$ cat src/rtl/uart_baud_pkg.sv
package uart_baud_pkg;

    typedef enum logic [1:0] {
        SPD_X16  = 2'd0,
        SPD_RSVD = 2'd1,
        SPD_X4   = 2'd2,
        SPD_PROG = 2'd3
    } speed_e;

    localparam int OFS_DATA   = 0;
    localparam int OFS_IER    = 1;
    localparam int OFS_LCR    = 3;
    localparam int OFS_SPEED  = 9;
    localparam int OFS_SCOUNT = 10;
    localparam int OFS_SPOINT = 11;

    localparam int LCR_ACCESS_BIT = 7;

    localparam int X16_LAST   = 15;
    localparam int X16_STROBE = 7;
    localparam int X4_LAST    = 3;
    localparam int X4_STROBE  = 1;

endpackage

$ cat src/rtl/baud_regs.sv
module baud_regs
    import uart_baud_pkg::*;
#(
    parameter int ADDR_W = 5,
    parameter int DATA_W = 8,
    localparam int DIV_W = 2 * DATA_W
) (
    input  logic              clk,
    input  logic              rst_n,
    input  logic              wr_en,
    input  logic [ADDR_W-1:0] wr_addr,
    input  logic [DATA_W-1:0] wr_data,
    input  logic [ADDR_W-1:0] rd_addr,
    output logic [DATA_W-1:0] rd_data,
    output logic [DIV_W-1:0]  divisor,
    output speed_e            speed,
    output logic [DATA_W-1:0] samp_count,
    output logic [DATA_W-1:0] samp_point,
    output logic              restart,
    output logic              tx_data_wr,
    output logic              ier_wr
);

    typedef struct packed {
        logic [DATA_W-1:0] lcr;
        logic [DIV_W-1:0]  div;
        speed_e            speed;
        logic [DATA_W-1:0] cnt;
        logic [DATA_W-1:0] pt;
    } regs_t;

    regs_t r_q, r_d;

    logic access_q;
    logic hit_lo, hit_hi, hit_lcr, hit_spd, hit_cnt, hit_pt;

    assign access_q = r_q.lcr[LCR_ACCESS_BIT];

    always_comb begin
        hit_lo  = wr_en && (wr_addr == ADDR_W'(OFS_DATA));
        hit_hi  = wr_en && (wr_addr == ADDR_W'(OFS_IER));
        hit_lcr = wr_en && (wr_addr == ADDR_W'(OFS_LCR));
        hit_spd = wr_en && (wr_addr == ADDR_W'(OFS_SPEED));
        hit_cnt = wr_en && (wr_addr == ADDR_W'(OFS_SCOUNT));
        hit_pt  = wr_en && (wr_addr == ADDR_W'(OFS_SPOINT));

        r_d = r_q;
        if (hit_lcr) r_d.lcr = wr_data;
        if (hit_lo && access_q) r_d.div[DATA_W-1:0] = wr_data;
        if (hit_hi && access_q) r_d.div[DIV_W-1:DATA_W] = wr_data;
        if (hit_spd) r_d.speed = speed_e'(wr_data[1:0]);
        if (hit_cnt) r_d.cnt = wr_data;
        if (hit_pt)  r_d.pt = wr_data;

        restart    = ((hit_lo || hit_hi) && access_q) || hit_spd || hit_cnt;
        tx_data_wr = hit_lo && !access_q;
        ier_wr     = hit_hi && !access_q;
    end

    always_ff @(posedge clk or negedge rst_n) begin
        if (!rst_n) begin
            r_q.lcr   <= '0;
            r_q.div   <= '0;
            r_q.speed <= SPD_X16;
            r_q.cnt   <= '0;
            r_q.pt    <= '1;
        end else begin
            r_q <= r_d;
        end
    end

    always_comb begin
        rd_data = '0;
        if (rd_addr == ADDR_W'(OFS_DATA) && access_q)
            rd_data = r_q.div[DATA_W-1:0];
        else if (rd_addr == ADDR_W'(OFS_IER) && access_q)
            rd_data = r_q.div[DIV_W-1:DATA_W];
        else if (rd_addr == ADDR_W'(OFS_LCR))
            rd_data = r_q.lcr;
        else if (rd_addr == ADDR_W'(OFS_SPEED))
            rd_data = DATA_W'(r_q.speed);
        else if (rd_addr == ADDR_W'(OFS_SCOUNT))
            rd_data = r_q.cnt;
        else if (rd_addr == ADDR_W'(OFS_SPOINT))
            rd_data = r_q.pt;
    end

    assign divisor    = r_q.div;
    assign speed      = r_q.speed;
    assign samp_count = r_q.cnt;
    assign samp_point = r_q.pt;

    AST_ALIAS_KEEPS_DIV: assert property (@(posedge clk) disable iff (!rst_n)
        (wr_en && wr_addr == ADDR_W'(OFS_DATA) && !access_q) |=> $stable(divisor)) else $error("alias");

endmodule

$ cat src/rtl/baud_prescale.sv
module baud_prescale #(
    parameter int DIV_W = 16
) (
    input  logic             clk,
    input  logic             rst_n,
    input  logic             restart,
    input  logic [DIV_W-1:0] divisor,
    output logic             tick
);

    typedef struct packed {
        logic [DIV_W-1:0] pre;
    } pre_t;

    pre_t p_q, p_d;
    logic [DIV_W-1:0] last_idx;

    always_comb begin
        last_idx = (divisor == '0) ? '0 : divisor - DIV_W'(1);
        tick     = (p_q.pre >= last_idx) && !restart;
        p_d      = p_q;
        if (restart)
            p_d.pre = '0;
        else if (p_q.pre >= last_idx)
            p_d.pre = '0;
        else
            p_d.pre = p_q.pre + DIV_W'(1);
    end

    always_ff @(posedge clk or negedge rst_n) begin
        if (!rst_n) p_q <= '0;
        else        p_q <= p_d;
    end

    AST_TICK_GAP: assert property (@(posedge clk) disable iff (!rst_n)
        (tick && divisor > DIV_W'(1)) |=> !tick) else $error("gap");

endmodule

$ cat src/rtl/baud_sampler.sv
module baud_sampler
    import uart_baud_pkg::*;
#(
    parameter int CNT_W = 8
) (
    input  logic             clk,
    input  logic             rst_n,
    input  logic             restart,
    input  logic             tick,
    input  speed_e           speed,
    input  logic [CNT_W-1:0] samp_count,
    input  logic [CNT_W-1:0] samp_point,
    output logic             bit_tick,
    output logic             rx_strobe
);

    typedef struct packed {
        logic [CNT_W-1:0] cnt;
    } smp_t;

    smp_t s_q, s_d;
    logic [CNT_W-1:0] last_idx;
    logic [CNT_W-1:0] strobe_idx;

    always_comb begin
        unique case (speed)
            SPD_X4: begin
                last_idx   = CNT_W'(X4_LAST);
                strobe_idx = CNT_W'(X4_STROBE);
            end
            SPD_PROG: begin
                last_idx   = samp_count;
                strobe_idx = samp_point;
            end
            default: begin
                last_idx   = CNT_W'(X16_LAST);
                strobe_idx = CNT_W'(X16_STROBE);
            end
        endcase

        bit_tick  = tick && (s_q.cnt == last_idx);
        rx_strobe = tick && (s_q.cnt == strobe_idx);

        s_d = s_q;
        if (restart)
            s_d.cnt = '0;
        else if (tick)
            s_d.cnt = (s_q.cnt == last_idx) ? '0 : s_q.cnt + CNT_W'(1);
    end

    always_ff @(posedge clk or negedge rst_n) begin
        if (!rst_n) s_q <= '0;
        else        s_q <= s_d;
    end

    AST_CNT_BOUND: assert property (@(posedge clk) disable iff (!rst_n)
        s_q.cnt <= last_idx) else $error("bound");

endmodule

$ cat src/rtl/uart_baud_gen.sv
module uart_baud_gen
    import uart_baud_pkg::*;
#(
    parameter int ADDR_W = 5,
    parameter int DATA_W = 8,
    localparam int DIV_W = 2 * DATA_W
) (
    input  logic              clk,
    input  logic              rst_n,
    input  logic              wr_en,
    input  logic [ADDR_W-1:0] wr_addr,
    input  logic [DATA_W-1:0] wr_data,
    input  logic [ADDR_W-1:0] rd_addr,
    output logic [DATA_W-1:0] rd_data,
    output logic              tx_data_wr,
    output logic              ier_wr,
    output logic              sample_tick,
    output logic              bit_tick,
    output logic              rx_strobe
);

    logic [DIV_W-1:0]  divisor;
    speed_e            speed;
    logic [DATA_W-1:0] samp_count;
    logic [DATA_W-1:0] samp_point;
    logic              restart;

    baud_regs #(.ADDR_W(ADDR_W), .DATA_W(DATA_W)) u_regs (
        .clk(clk), .rst_n(rst_n), .wr_en(wr_en), .wr_addr(wr_addr),
        .wr_data(wr_data), .rd_addr(rd_addr), .rd_data(rd_data),
        .divisor(divisor), .speed(speed), .samp_count(samp_count),
        .samp_point(samp_point), .restart(restart),
        .tx_data_wr(tx_data_wr), .ier_wr(ier_wr)
    );

    baud_prescale #(.DIV_W(DIV_W)) u_pre (
        .clk(clk), .rst_n(rst_n), .restart(restart),
        .divisor(divisor), .tick(sample_tick)
    );

    baud_sampler #(.CNT_W(DATA_W)) u_smp (
        .clk(clk), .rst_n(rst_n), .restart(restart), .tick(sample_tick),
        .speed(speed), .samp_count(samp_count), .samp_point(samp_point),
        .bit_tick(bit_tick), .rx_strobe(rx_strobe)
    );

    AST_BIT_ON_SAMPLE: assert property (@(posedge clk) disable iff (!rst_n)
        bit_tick |-> sample_tick) else $error("bit");

    AST_STROBE_ON_SAMPLE: assert property (@(posedge clk) disable iff (!rst_n)
        rx_strobe |-> sample_tick) else $error("strobe");

endmodule

$ cat config.mk
export PLATFORM = sky130hd
export DESIGN_NAME = uart_baud_gen
export DESIGN_NICKNAME = d
export VERILOG_FILES = /design/src/rtl/uart_baud_pkg.sv /design/src/rtl/baud_regs.sv /design/src/rtl/baud_prescale.sv /design/src/rtl/baud_sampler.sv /design/src/rtl/uart_baud_gen.sv
export SDC_FILE = /design/constraint.sdc
export NUM_CORES = 1
export LEC_CHECK = 0
export ABC_AREA = 1
export BUFFER_PORTS_ARGS = -buffer_cell sky130_fd_sc_hd__buf_2
export CAP_MARGIN = 40
export CORE_ASPECT_RATIO = 1.2
export CORE_UTILIZATION = 55
export CTS_CLUSTER_SIZE = 10
export DETAILED_ROUTE_END_ITERATION = 10
export GPL_ROUTABILITY_DRIVEN = 0
export PLACE_DENSITY = 0.77
export SLEW_MARGIN = 20
export SYNTH_ARGS = -nofsm -noshare
export SYNTH_HDL_FRONTEND = slang
export SYNTH_SLANG_ARGS = --single-unit
$ cat constraint.sdc
create_clock -name clk -period 3.25 [get_ports clk]
set_clock_uncertainty 0.15 [all_clocks]
set_input_delay 0.65 -clock clk [delete_from_list [all_inputs] [get_ports clk]]
set_output_delay 0.65 -clock clk [all_outputs]
set_load 0.005 [all_outputs]
# Word-level counts from Yosys, hierarchy flattened
# Cells that the tools add are included.
op_classes:
  n_addsub: 3
  order_cmp: 1
  eq_ne: 14
  n_mux: 14
  n_reduce_logical: 25
ops:
  columns: ["op", "n"]
  rows:
  - ["two-way mux 8 bit", 9]
  - ["two-way mux 16 bit", 3]
  - ["case mux 8 bit (2 select lines)", 2]
  - ["equality test 5 x 4 -> 1 bit, second input constant", 6]
  - ["adder 16 x 1 -> 16 bit, second input constant", 1]
  - ["equality test 8 bit", 2]
  - [">= comparator 16 bit", 1]
  - ["logical AND 1 bit", 16]
  - ["logical NOT 16 bit", 1]
  - ["subtractor 16 x 1 -> 16 bit, second input constant", 1]
  - ["equality test 5 x 1 -> 1 bit, second input constant", 2]
  - ["equality test 5 x 2 -> 1 bit, second input constant", 2]
  - ["logical NOT 5 bit", 2]
  - ["adder 8 x 1 -> 8 bit, second input constant", 1]
  - ["equality test 2 bit, second input constant", 2]
  - ["logical OR 1 bit", 3]
  - ["logical NOT 1 bit", 2]
  - ["nonzero test 2 bit", 1]
word_totals:
  register_bits: 66
  output_inout_bits: 13
  wordCells: 65

# Logic depth before layout (Yosys ltp)
# Gate-level depths: netlist (run 1).
depth:
  word_depth: 10
  depth_mapped: 19

# Cells and area by module
# A second synthesis (run 1) with hierarchy kept.
unflattened:
  hier_cells: 687
  area_unflattened_um2: 4987.3
modules_own_cells:
  columns: ["mod", "n_inst", "cells_each", "area_each_um2"]
  rows:
  - ["baud_regs", 1, 289, 2362.3]
  - ["baud_prescale", 1, 247, 1705.4]
  - ["baud_sampler", 1, 151, 919.6]

# Worst setup path before layout (run 1)
# Ideal clock, no wire load.
synth_timing:
  path_type: "register to output"
  start: "register u_regs.r_q (netlist bit u_regs.divisor[0])"
  end: "output rx_strobe"
  arrival_time_ns: 2.519
  path_slack_ns: -0.069
  path_stages_with_launch: 17
  path_buffers: 0
  cell_sequence: "dfrtp_1 inv_1 ha_1 nand2_1 nor2_2 inv_1 nor2_2 inv_1 o21ai_0 nand3_1 ha_1 nand2_2 nor3_4 nand2_4 nand3_2 nand2_1 nor2_1"
synth_between:
  elab_chain_cells: 5
  elab_cells_between_ends: 6
  cone_classes: "1 x add/sub; 1 x order compare; 1 x mux; 3 x reduce/logical"
synth_rtl:
  columns: ["item", "line_no", "rtl"]
  rows:
  - ["start, declared", "baud_regs.sv:32", "regs_t r_q, r_d;"]
  - ["start signal, assigned", "baud_regs.sv:68", "r_q <= r_d;"]
  - ["subtractor 16 x 1 -> 16 bit / logical NOT 16 bit (equally long branches)", "baud_prescale.sv:19", "last_idx = (divisor == '0) ? '0 : divisor - DIV_W'(1);"]
  - ["two-way mux 16 bit (*)", "baud_prescale.sv:19", null]
  - [">= comparator 16 bit (*)", "baud_prescale.sv:20", "tick = (p_q.pre >= last_idx) && !restart;"]
  - ["logical AND 1 bit (*)", "baud_prescale.sv:20", null]
  - ["logical AND 1 bit (*)", "baud_sampler.sv:42", "rx_strobe = tick && (s_q.cnt == strobe_idx);"]
  - ["end, declared", "uart_baud_gen.sv:19", "output logic rx_strobe"]
# Mark *: on every way between the ends. The rest lies on a longest branch, timed or not.

# Worst setup path in the final report (run 1)
layout_timing:
  start: "register u_regs.r_q (netlist bit u_regs.divisor[3])"
  end: "output bit_tick"
layout_between:
  elab_chain_cells: 5
  elab_cells_between_ends: 6
  cone_classes: "1 x add/sub; 1 x order compare; 1 x mux; 3 x reduce/logical"
layout_rtl:
  columns: ["item", "line_no", "rtl"]
  rows:
  - ["subtractor 16 x 1 -> 16 bit / logical NOT 16 bit (equally long branches)", "baud_prescale.sv:19", null]
  - ["two-way mux 16 bit (*)", "baud_prescale.sv:19", null]
  - [">= comparator 16 bit (*)", "baud_prescale.sv:20", null]
  - ["logical AND 1 bit (*)", "baud_prescale.sv:20", null]
  - ["logical AND 1 bit (*)", "baud_sampler.sv:41", "bit_tick = tick && (s_q.cnt == last_idx);"]
  - ["end, declared", "uart_baud_gen.sv:18", "output logic bit_tick,"]
# Marks and branches as above.

==> summary.txt, run 1 <==
Timing
  – Slew Viols, Final: 0
  – Endpoints failing setup: 15
  – FMAX: 262.4 MHz
  – Fin crit period: 3811 ps
  – Slew headroom: 61.96%
  – Final Hold Violating Endpoints: 0
  – Hold WS: 25.13 ps
  – RSZ-0062 raised after global routing: true
  – Final worst-path cycle share: 117.3%
  – Final WS setup: -561.4 ps
  – Tightest Pin Transition: 569.3 ps

Final layout
  – Final nets: 738
  – Ratio of cells with drive above 1 in the final layout: 26.50%
  – Most frequent cells in the layout: nand2_1, inv_1, o21ai_0, dfrtp_1, nand3_1
  – Antenna cells: 0
  – Util after Layout: 69.05%
  – Area Overhead vs Synth: 21.53%
  – Filler instances: 671
  – Commonest non-fill, non-tap cell in the layout: nand2_1
  – Non-filler cells, final: 816

Die
  – Row cnt: 36
  – Initial Util: 56.81%
  – Die Wd: 85.78 microns
  – Die area: 0.008795 sq mm
  – Core ar.: 0.008153 sq mm
  – Die height: 102.5 microns
  – Io pins: 34

Clocking
  – Sink count of the clock tree: 66
  – TritonCTS clock tree: yes
  – Clock buffer depth: 2
  – Worst-path clk slew: 90 ps
  – Clk root buf: clkbuf_8
  – Clock Latency Late Sink: 380 ps
  – CTS buffer count: 9
  – H-tree levels: 3

Synthesis
  – Post-Synthesis Cells: 621
  – Synth cell types: 39
  – Ys Warns: 0
  – Synth Register Bits: 66
  – Avg Cell Area, Syn: 7.459 sq um
  – Post-synthesis sequential area ratio: 35.87%
  – Syn Nets: 662
  – Mapped Area: 0.004632 sq mm

Critical path
  – Setup CP Type: reg -> out
  – Cell Chain, Critical Path: nor2_4, nand2_2, nor2_4, nand2_2, buf_6, nor3_4, buf_4, a21oi_1, o21ai_1, ha_1, nand2_1, nor3_4, nand2_2, nand3_4, nand2_4, nor2_2, buf_2
  – CP most frequent cell: nand2_2
  – Largest stage delay, worst path: 410 ps
  – CP top delay family: simple AND/OR/NAND/NOR gates
  – Worst Path Arrival: 3010 ps
  – Startpoint Class: flop
  – Crit-path max FO: 3
  – CP max-delay cell: dfrtp_1
  – Worst path bufs/invs: 3
  – WP data required: 2450 ps
  – CP Capture Type: output port

Route
  – Routed vias/inst: 5.496
  – Residual DRC count: 0
  – Post-DRT Antenna Nets: 0
  – Initial drt markers: 310
  – First-pass DRT Iterations: 7
  – Vias post-DR: 4485
  – WL/cell: 15.20 microns
  – Routed WL: 12410 microns

Job
  – Max-Cap Viols: 0

Placed design
  – DP Cell Count: 781
  – IO buf count: 33
  – Hpwl dp: 8617 microns
  – DP Worst Slack: -60.71 ps

Power
  – Maximum vdd drop: 0.3099 mV
  – Leak: 2.746 nW
  – Tot Pwr: 2.384 mW
  – Power Density: 423.4 mW/mm^2

Global route
  – First-pass GRT wire length: 19400 microns
  – Initial antenna violation count: 0
  – Pin count of the biggest net entering global routing: 67
  – Vias in the first global route: 4253
  – Gr ovfl total: 0
  – GRT Util Overall: 28.74%

Worst hold path
  – Type of the tightest min-delay check: in -> async

Run status
  – Run status: finished with violations
  – Failing checks: setup timing
[synth_stat cells, drive strengths merged]
| master | count | area share [%] |
|---|---|---|
| or2 | 3 | 0.41 |
| a31oi | 1 | 0.14 |
| ha | 20 | 5.4 |
| dfstp | 8 | 4.5 |
| buf | 12 | 2.1 |
| nor2 | 75 | 9.0 |
| nor3 | 14 | 1.9 |
| o21ai | 60 | 6.5 |
| nand3 | 54 | 6.5 |
| inv | 76 | 6.2 |
| a21oi | 14 | 2.0 |
| xor2 | 20 | 3.8 |
| xnor2 | 5 | 0.95 |
| o21bai | 1 | 0.16 |
| clkbuf | 3 | 0.24 |
| nand4 | 16 | 2.2 |
| nand3b | 3 | 0.76 |
| nor4 | 1 | 0.14 |
| a21o | 1 | 0.16 |
| a211oi | 1 | 0.16 |
| o2111ai | 7 | 1.3 |
| dfrtp | 58 | 31 |
| nand2 | 168 | 14 |
[worst paths after layout]
kind	slack, ps	startpoint	to	depth (start not counted)
max in group asynchronous	2330	rst_n	u_regs.samp_point[1]	3
setup reg to reg	-40	u_regs.divisor[3]	u_pre.p_q[8]	20
hold / removal	30	rst_n	u_pre.p_q[6]	2
hold reg to reg	320	u_pre.p_q[0]	u_pre.p_q[0]	1
min in group clk	320	u_pre.p_q[0]	u_pre.p_q[0]	1
setup / recovery	-560	u_regs.divisor[3]	bit_tick	17
[power by group]
group / internal [mW] / leakage (nW) / switching [mW]
clock: 0.280 / 0.0818 / 0.378
combinational: 0.264 / 1.84 / 0.355
sequential: 0.959 / 0.826 / 0.148
[cells by family (layout without fill, tap and decap cells)]
kind of cell	Yosys count	after routing	synth area share (%)
buffers and inverters	91	172	8.536
AO/OA/AOI/OAI	85	85	10.43
XOR/XNOR	25	25	4.727
AND/OR/NAND/NOR	334	334	35.04
adder cells (fa/ha/maj)	20	20	5.402
flip-flops	66	66	35.87
[state kept, by name (all words and copies together) (netlist names)]
name               count
u_pre.p_q             16
u_regs.access_q        1
u_regs.samp_point      8
u_regs.r_q             7
u_smp.s_q              8
u_regs.samp_count      8
u_regs.speed           2
u_regs.divisor        16
[final cells by class]
class | count | area (sq um) | share of cell area (%)
multi-input cells | 464 | 2783 | 49.43
clock inverters | 7 | 53.80 | 0.9558
well taps | 114 | 142.6 | 2.534
clock buffers | 9 | 123.9 | 2.200
inverters | 76 | 285.3 | 5.068
flip-flops and latches | 66 | 1662 | 29.52
repair buffers | 80 | 579.3 | 10.29
[worst register-to-register path, stage by stage (launching register included)]
cell and delay, ps:
dfrtp_1 410, nor2_4 160, nand2_2 90, nor2_4 110
nand2_2 90, buf_6 130, nor3_4 160, buf_4 160
a21oi_1 80, o21ai_1 190, ha_1 280, nand2_1 80
inv_1 40, o21bai_1 140, nand3_2 100, buf_4 140
buf_4 130, a21oi_4 140, nand3_4 120, clkbuf_16 230
nor2_4 90
[through the flow]
step,TNS (ps),cell area [sq um]
global placement,0,5085
detailed placement,-122.6,5085
CTS,-1178,5388
floorplan,0,4677
finish,-1935,5629
global route,-6638,5629
[per-layer routing]
| layer | share of wire, % | GRT usage (%) | vias to the layer above |
|---|---|---|---|
| li1 | - | - | 2166 |
| met4 | 4.3 | 15.00 | 0 |
| met3 | 5.6 | 6.165 | 46 |
| met2 | 50 | 49.23 | 174 |
| met1 | 40 | 34.24 | 2099 |
| met5 | 0 | 0 | - |
[what timing repair did]
action / 4_1_cts / 5_1_grt
cloned: 0 / 1
hold buffers: 0 / 0
setup endpoints to repair: 3 / 20
buffers inserted: 9 / 8
resized for setup: 11 / 27
pin swaps: 17 / 19
No activity file was read; power rests on OpenSTA's default activity.
==> run 2: changes to the inputs <==
SKIP_LAST_GASP = 1   (was not set)
==> summary.txt, run 2 (synthesized netlist as in run 1, its figures left out) <==
Critical path
  – Cell Chain, Critical Path: nor2_4, nand2_2, nor2_4, nand2_2, buf_6, nor3_4, buf_4, a21oi_1, o21ai_1, ha_1, nand2_1, nor3_4, nand2_2, nand3_4, nand2_4, nor2_2, buf_2
  – CP max-delay cell: dfrtp_1
  – CP most frequent cell: nand2_2
  – Setup CP Type: reg -> out
  – CP Capture Type: output port
  – Crit-path max FO: 3
  – Worst path bufs/invs: 3
  – CP top delay family: simple AND/OR/NAND/NOR gates
  – WP data required: 2450 ps
  – Startpoint Class: flop
  – Largest stage delay, worst path: 410 ps
  – Worst Path Arrival: 3010 ps

Global route
  – GRT Util Overall: 28.74%
  – Pin count of the biggest net entering global routing: 67
  – Gr ovfl total: 0
  – First-pass GRT wire length: 19400 microns
  – Initial antenna violation count: 0
  – Vias in the first global route: 4253

Final layout
  – Area Overhead vs Synth: 21.47%
  – Ratio of cells with drive above 1 in the final layout: 26.35%
  – Filler instances: 672
  – Final nets: 738
  – Antenna cells: 0
  – Util after Layout: 69.01%
  – Most frequent cells in the layout: nand2_1, inv_1, o21ai_0, dfrtp_1, nand3_1
  – Commonest non-fill, non-tap cell in the layout: nand2_1

Timing
  – Slew headroom: 61.97%
  – Endpoints failing setup: 13
  – Hold WS: 23.73 ps
  – Final worst-path cycle share: 117.3%
  – Slew Viols, Final: 0
  – RSZ-0062 raised after global routing: true
  – FMAX: 262.4 MHz
  – Fin crit period: 3811 ps
  – Final WS setup: -561.1 ps
  – Tightest Pin Transition: 569.2 ps
  – Final Hold Violating Endpoints: 0

Placed design
  – Hpwl dp: 8617 microns
  – DP Worst Slack: -60.71 ps
  – IO buf count: 33

Route
  – Routed WL: 12410 microns
  – Vias post-DR: 4488
  – Routed vias/inst: 5.500
  – Residual DRC count: 0
  – WL/cell: 15.21 microns
  – Post-DRT Antenna Nets: 0
  – Initial drt markers: 311
  – First-pass DRT Iterations: 6

Die
  – Io pins: 34
  – Initial Util: 56.81%
  – Die area: 0.008795 sq mm
  – Row cnt: 36
  – Die height: 102.5 microns
  – Die Wd: 85.78 microns
  – Core ar.: 0.008153 sq mm

Clocking
  – Sink count of the clock tree: 66
  – CTS buffer count: 9
  – TritonCTS clock tree: yes
  – H-tree levels: 3
  – Clock buffer depth: 2
  – Clk root buf: clkbuf_8
  – Worst-path clk slew: 90 ps
  – Clock Latency Late Sink: 380 ps

Run status
  – Failing checks: setup timing
  – Run status: finished with violations

Power
  – Leak: 2.746 nW
  – Power Density: 423.5 mW/mm^2
  – Tot Pwr: 2.383 mW
  – Maximum vdd drop: 0.3099 mV

Job
  – Max-Cap Viols: 0

Worst hold path
  – Type of the tightest min-delay check: in -> async
-- run 2: changes by cell type in the layout (fill, tap and decap cells not counted) --
cell and change:
nor2_1 +1, nor2_2 -1
-- run 2: final timing paths --
kind                                             end  cells after the start              start  slack, ps
min in group clk                        u_pre.p_q[0]                      1       u_pre.p_q[0]        310
worst max-delay path                        bit_tick                     17  u_regs.divisor[3]       -560
max in group asynchronous       u_regs.samp_point[1]                      3              rst_n       2340
worst min-delay path                    u_pre.p_q[6]                      2              rst_n         20
worst max register to register          u_pre.p_q[8]                     20  u_regs.divisor[3]        -30
worst min register to register          u_pre.p_q[0]                      1       u_pre.p_q[0]        310
-- run 2: through the flow --
stage | setup TNS (ps) | cells | area [sq um]
2_1_floorplan | 0 | 621 | 4677
3_3_place_gp | 0 | 781 | 5085
3_5_place_dp | -122.6 | 781 | 5085
4_1_cts | -1178 | 806 | 5388
5_1_grt | -6658 | 816 | 5627
6_report | -1884 | 816 | 5627
-- run 2: repair_timing --
item | in CTS | in global routing
cloned | 0 | 1
gates resized for setup | 11 | 26
hold buffers | 0 | 0
endpoints found under the setup margin | 3 | 20
hold endpoints to repair | 0 | 0
pin swaps | 17 | 19
setup buffers | 9 | 8
-- run 2: metal layers --
metal	vias up	routed length (microns)	global-route usage (%)	share of wire, %
met5	-	0	0	0
met4	0	563	15.00	4.5
met3	49	666	6.165	5.4
met2	165	6168	49.23	50
met1	2107	5011	34.24	40
li1	2167	-	-	-
-- run 2: final cells by class --
cell class              count  area, sq um  share of cell area (%)
clock inverters             7        53.80                  0.9562
well taps                 114        142.6                   2.535
inverters                  76        285.3                   5.070
flip-flops and latches     66         1662                   29.53
clock buffers               9        123.9                   2.201
multi-input cells         464         2780                   49.41
repair buffers             80        579.3                   10.30
-- run 2: where the power goes --
group	total (mW)	leakage (nW)	internal, mW	switching (mW)
clock network	0.660	0.0818	0.280	0.380
logic	0.617	1.84	0.263	0.354
registers	1.11	0.826	0.959	0.147
total	2.38	2.75	1.50	0.881
-- run 2: worst reg2reg max path, delay by kind of cell (launching register included) --
family / cells / cell delay, ps
adder cells (fa/ha/maj): 1 / 280
AND/OR/NAND/NOR: 9 / 1000
AO/OA/AOI/OAI: 4 / 550
flip-flops: 1 / 410
buffers and inverters: 6 / 830
